### config.mk
export PLATFORM = sky130hd
export DESIGN_NAME = byte_lane_strobe
export DESIGN_NICKNAME = d
export VERILOG_FILES = /design/src/rtl/byte_lane_strobe.sv
export SDC_FILE = /design/constraint.sdc
export NUM_CORES = 1
export LEC_CHECK = 0
export ABC_AREA = 1
export BUFFER_PORTS_ARGS = -buffer_cell sky130_fd_sc_hd__buf_2
export CAP_MARGIN = 5
export CELL_PAD_IN_SITES_DETAIL_PLACEMENT = 0
export CELL_PAD_IN_SITES_GLOBAL_PLACEMENT = 1
export CORE_ASPECT_RATIO = 0.75
export CORE_MARGIN = 2
export CORE_UTILIZATION = 32
export CTS_CLUSTER_DIAMETER = 100
export DETAILED_ROUTE_END_ITERATION = 12
export GPL_ROUTABILITY_DRIVEN = 0
export HOLD_SLACK_MARGIN = 0.03
export PLACE_DENSITY_LB_ADDON = 0.08
export SETUP_SLACK_MARGIN = 0.1
export SLEW_MARGIN = 30
export SYNTH_ARGS = -nofsm -noshare
export SYNTH_HDL_FRONTEND = slang
export SYNTH_SLANG_ARGS = --single-unit
### constraint.sdc
create_clock -name clk -period 1.4 [get_ports clk]
set_input_delay 0.28 -clock clk [delete_from_list [all_inputs] [get_ports clk]]
set_output_delay 0.28 -clock clk [all_outputs]
set_load 0.005 [all_outputs]
### src/rtl/byte_lane_strobe.sv
module byte_lane_strobe #(
  parameter int ADDR_W = 32
) (
  input  logic              clk,
  input  logic              rst,
  input  logic              bus16,
  input  logic              req_valid,
  input  logic [ADDR_W-1:0] req_addr,
  input  logic [1:0]        req_size,
  input  logic              req_write,
  input  logic [1:0]        req_target,
  output logic [3:0]        bs_n,
  output logic [3:0]        lane_valid,
  output logic [ADDR_W-1:0] bus_addr,
  output logic              busy,
  output logic              done,
  output logic              err
);

  localparam logic [3:0] IDLE_N = 4'b1111;
  localparam logic [3:0] LOW16  = 4'b0011;

  logic [3:0] lanes;
  logic       bad, split, gated, hold_gated;
  logic       accept;

  assign gated  = req_target inside {2'b10, 2'b11};
  assign accept = req_valid && !busy;

  always_comb begin
    lanes = 4'b0000;
    bad   = 1'b0;
    split = 1'b0;
    case (req_size)
      2'b00: lanes = bus16 ? (req_addr[0] ? 4'b0001 : 4'b0010)
                           : (4'b1000 >> req_addr[1:0]);
      2'b01: if (req_addr[0]) bad = 1'b1;
             else lanes = (bus16 || req_addr[1]) ? LOW16 : 4'b1100;
      2'b10: if (|req_addr[1:0]) bad = 1'b1;
             else begin
               lanes = bus16 ? LOW16 : 4'b1111;
               split = bus16;
             end
      default: bad = 1'b1;
    endcase
  end

  always_ff @(posedge clk) begin
    if (rst) begin
      bs_n       <= IDLE_N;
      lane_valid <= 4'b0000;
      bus_addr   <= '0;
      busy       <= 1'b0;
      done       <= 1'b0;
      err        <= 1'b0;
      hold_gated <= 1'b0;
    end else begin
      bs_n       <= IDLE_N;
      lane_valid <= 4'b0000;
      done       <= 1'b0;
      err        <= 1'b0;
      if (busy) begin
        bs_n       <= hold_gated ? IDLE_N : ~LOW16;
        lane_valid <= LOW16;
        bus_addr   <= bus_addr + ADDR_W'(2);
        busy       <= 1'b0;
        done       <= 1'b1;
      end else if (accept) begin
        bus_addr <= req_addr;
        done     <= !split || bad;
        if (bad) begin
          err <= 1'b1;
        end else begin
          lane_valid <= lanes;
          bs_n       <= gated ? IDLE_N : ~lanes;
          busy       <= split;
          hold_gated <= gated;
        end
      end
    end
  end

  logic unused_ok;
  assign unused_ok = req_write;

  a_r7_upper_high_16: assert property (@(posedge clk) disable iff (rst)
    (!$past(rst) && $past(bus16)) |-> (bs_n[3:2] == 2'b11));

  a_r9_err_no_strobe: assert property (@(posedge clk) disable iff (rst)
    err |-> (bs_n == 4'b1111 && lane_valid == 4'b0000 && done && !busy));

  a_r6_busy_then_done: assert property (@(posedge clk) disable iff (rst)
    busy |=> (done && !busy && bs_n[3:2] == 2'b11));

  a_r10_no_done_while_busy: assert property (@(posedge clk) disable iff (rst)
    busy |-> (!done && !err));

  a_r8_internal_gated: assert property (@(posedge clk) disable iff (rst)
    (req_valid && !busy && req_target[1]) |=> (bs_n == 4'b1111));

  a_r11_strobe_in_lane: assert property (@(posedge clk) disable iff (rst)
    ((~bs_n & ~lane_valid) == 4'b0000));

endmodule

Word-level counts from Yosys, hierarchy flattened. Index checks and enable logic that the tools add are counted.

Add/sub/neg operators: 1. Equal/unequal tests: 4. Shift-type cells: 1. Muxes and demuxes: 25. Bitwise logic cells: 4. Reduce and logical (&&, ||, !) cells: 12.

Operator list (number): $mux W32 (2); $mux W4 (9); $add A32 B2 Y32 const B (1); $pmux W4 S3 (1); $mux W2 (5); $mux W1 (7); $eq A2 B2 Y1 const B (3); $not A4 Y4 (1); $reduce_bool A2 Y1 (2); $reduce_or A4 Y1 (1); $shr A4 B2 Y4 const A (1); $not A1 Y1 (3); $pmux W1 S3 (1); $reduce_and A3 Y1 (1); $reduce_or A3 Y1 (1); $eq A2 B1 Y1 const B (1); $logic_not A1 Y1 (2); $logic_not A2 Y1 (1); $logic_or A1 B1 Y1 (2); $reduce_or A2 Y1 (1); $logic_and A1 B1 Y1 (1).

Bits in registers: 44. Bits of input ports: 41. Output and inout port bits: 43.

Longest topological paths before layout.
Depth in word-level cells: 9. Mapped depth: 10. Mapped depth without buffers: 10.

Worst setup path after synthesis. Ideal clock, no wire load.

Kind: reg-to-reg. From: register bus_addr[1]. To: register bus_addr[19]. Setup time: 0.128 ns. Arrival: 1.418 ns. Data required time: 1.272 ns. Slack: -0.146 ns. Stages on the path, launching flop included: 11. Period minus slack after synthesis: 1.546 ns. Path through: dfxtp_1 > ha_1 > nand2_2 > nor2_4 > nand2_4 > nor2_1 > nand2_1 > nand2_1 > nand2_1 > a21oi_1 > nor2_1.

Cells in the longest elaborated chain, start to end: 2.

RTL lines: start, declared (RTL line 14) `output logic [ADDR_W-1:0] bus_addr,`; start signal, assigned (RTL line 65) `bus_addr <= bus_addr + ADDR_W'(2);`; start signal, assigned (RTL line 69) `bus_addr <= req_addr;`; $add A32 B2 Y32 (RTL line 65); $mux W32 (RTL line 62) `if (busy) begin`.

No other way between the ends. A chain may end at the register's enable or synchronous reset.

Final worst setup path.
From: register bus_addr[1]. To: register bus_addr[11].

Same word-level chain as after synthesis.

==> results.json <==
{
  "period_needed_ps": 1440,
  "num_vias": 3253,
  "fmax_mhz": 695,
  "drive_above_1_share_pct": 44.1,
  "gr-total-overflow": 0,
  "netlist_instances": 458,
  "clk-insertion-delay-late_ps": 290,
  "drt-pass1-iter-count": 8,
  "fin_crit_sh_pct": 103,
  "root_buffer": "clkbuf_16",
  "failed_checks": "DRC, setup timing",
  "remaining_drc_errors": 6,
  "cp_slowest_cell": "dfxtp_4",
  "dieArea_um2": 9730,
  "crit_path_max_incr_delay_ps": 360,
  "synth_top_area_share_pct": 30.7,
  "wl_met1_mm": 5.13,
  "die_h_um": 85.9,
  "crit_family": "flip-flops",
  "startpoint_type": "register",
  "synthArstFlopShare_pct": 0,
  "cts_tree": "built",
  "crit_arrival_ps": 1610,
  "antenna_left": 0,
  "path_max_fanout": 3,
  "syn_area_per_cell_um2": 6.26,
  "finClkSkew_ps": 4.60,
  "cp.required_ps": 1570,
  "path_common_cell": "buf_4",
  "ys_ff_latch": 44,
  "outcome": "complete, but fails checks",
  "synth_ff_type": "dfxtp_1",
  "cts_buffers": 5,
  "die_w_um": 113,
  "leakage_nw": 2.03,
  "clkTransAtPathRegs_ps": 70,
  "wl_per_cell_um": 13.5,
  "critical_path_class": "register to register",
  "synthTopCellsByCount": "nand2_1, inv_1, nor2_1, dfxtp_1, nand3_1",
  "synth-seq-area-share_pct": 30.7,
  "crit_path_end_kind": "register",
  "setup_viol": 4,
  "vias_per_cell": 4.61,
  "cap_violations": 0,
  "min_to": "bus_addr[8]",
  "drv_slew": 0,
  "min_delay_path_depth": 3,
  "antenna_found_initial": 0,
  "vdd_drop_max_mv": 0.550,
  "dp_cells": 685,
  "drtIter0Drc": 187,
  "antennaDiodeCount": 0,
  "fillers": 882,
  "ios": 84,
  "dpl.hpwl_mm": 7.21,
  "rsz0062_at_grt": "yes",
  "track_usage_pct": 19.4,
  "synth.area.top_cells": "dfxtp_1, nand2_1, inv_1, nor2_1, nand3_1",
  "fin_ws_ps": -39.2,
  "grt_pass1_vias": 3013,
  "rows": 29,
  "grt_start_max_net_pins": 21,
  "crit_path_cell_trace": "ha_4, nand2_4, nor2_4, buf_4, buf_4, nand3_1, o211ai_1, a21oi_1",
  "ctsLongestPathBuffers": 2,
  "syn_to_final_growth_pct": 51.1,
  "hold_class": "primary input to register",
  "core-area_um2": 8560,
  "htreeDepth": 2,
  "ys_types": 34,
  "finalHoldViolCount": 0,
  "syn-num-nets": 500,
  "r2r_end": "bus_addr[11]",
  "reg2reg_from": "bus_addr[1]",
  "powerDensity_nw_per_um2": 773,
  "post-place-ws_ps": -27.0,
  "wirelength_mm": 9.50,
  "highest_layer": "met4",
  "nNetsFinal": 639,
  "ys_warn_count": 0,
  "synth_area_um2": 2870,
  "route.met2.wl_mm": 3.94,
  "rrSetupSlack_ps": -40,
  "port_buffers": 81,
  "stdcell_count": 706,
  "yosys.area.top_type": "dfxtp_1",
  "hp-start": "req_addr[8]",
  "synth.most_common_cell": "nand2_1",
  "start_util_pct": 33.5,
  "clock_sinks": 44,
  "worst_pin_slew_ps": 482,
  "cts_hold_buf": 0,
  "reg2reg_depth": 8,
  "cp_num_buf_inv": 2,
  "slew-limit-headroom_pct": 67.5,
  "met3_length_um": 381,
  "grt_pass1_wl_mm": 15.0,
  "synth_edf_count": 0
}
==> layout make-up <==
class                      instances  area (µm²)  share of cell area (%)
multi-input combinational        338        1920                    44.3
timing repair buffer             146         938                    21.7
sequential                        44         930                    21.5
inverter                          62         238                    5.49
tap                              108         135                    3.12
clock buffer                       5         125                    2.89
clock inverter                     3        47.5                    1.10
==> worst max path at each step <==
stage,start,end,slack (ps),depth (start not counted)
2_1_floorplan,bus_addr[1],bus_addr[19],60,10
3_3_place_gp,bus_addr[22],bus_addr[23],10,9
3_5_place_dp,bus_addr[2],bus_addr[21],-30,9
4_1_cts,bus_addr[2],bus_addr[17],-10,8
5_1_grt,bus_addr[1],bus_addr[15],-120,8
6_report,bus_addr[1],bus_addr[11],-40,8
==> power breakdown <==
part           total, mW  switching [mW]  leakage, nW  internal (mW)
sequential          1.38          0.0648        0.373           1.31
clock               1.42           0.567       0.0840          0.850
combinational      0.556           0.289         1.57          0.267
==> tightest hold or removal path, stage by stage <==
cell and delay, ps:
buf_2 80, nand3_1 60, nand2_1 50
==> sequential cells by signal, indices dropped and copies added, names as in the netlist <==
signal,count
lane_valid,4
bus_addr,32
done,1
bs_n,4
hold_gated,1
err,1
busy,1
==> stage by stage <==
| step | utilization (%) | power, mW | hold slack, ps | TNS, ps | cell area [µm²] |
|---|---|---|---|---|---|
| final | 50.6 | 3.35 | 215 | -109 | 4330 |
| after global routing | 50.6 | 3.49 | 246 | -922 | 4330 |
| after CTS | 47.0 | 3.31 | 224 | -15.0 | 4020 |
| after detailed placement | 43.6 | 1.91 | 461 | -50.5 | 3730 |
| after global placement | 43.6 | 1.91 | 452 | 0 | 3730 |
| after floorplan | - | 1.64 | 359 | 0 | 2890 |
==> placed cells by master (no fill, tap or decap), types with 5 or more instances in the layout <==
| master | instances |
|---|---|
| nand2_1 | 129 |
| buf_2 | 80 |
| inv_1 | 59 |
| buf_4 | 57 |
| nor2_1 | 31 |
| nand3_1 | 23 |
| dfxtp_1 | 21 |
| o21ai_0 | 20 |
| nand2_2 | 19 |
| nor2_4 | 19 |
| nor2_2 | 18 |
| a21oi_1 | 18 |
| dfxtp_2 | 15 |
| a21oi_2 | 11 |
| nand2_4 | 8 |
| dfxtp_4 | 8 |
| buf_6 | 8 |
| a31oi_1 | 7 |
| a22o_1 | 6 |
| xor2_1 | 5 |
| clkbuf_16 | 5 |
==> what timing repair did <==
action | CTS | global route
setup endpoints to repair | 22 | 33
gates resized for setup | 35 | 76
cloned | 0 | 0
pin swaps | 16 | 23
setup buffers | 5 | 8
==> routing by layer <==
metal,track usage (%),up-vias
li1,-,1720
met1,29.1,1470
met2,29.5,61
met3,3.04,2
met4,3.33,0
met5,0,-
==> logic make-up after synthesis <==
group	count (synthesis)	synth area share (%)
buf+inv	76	11.7
xor+xnor	7	2.40
fa+ha+maj	1	0.437
compound gates	73	14.9
flops	44	30.7
simple gates	257	39.9
No activity file was read; power rests on OpenSTA's default activity.
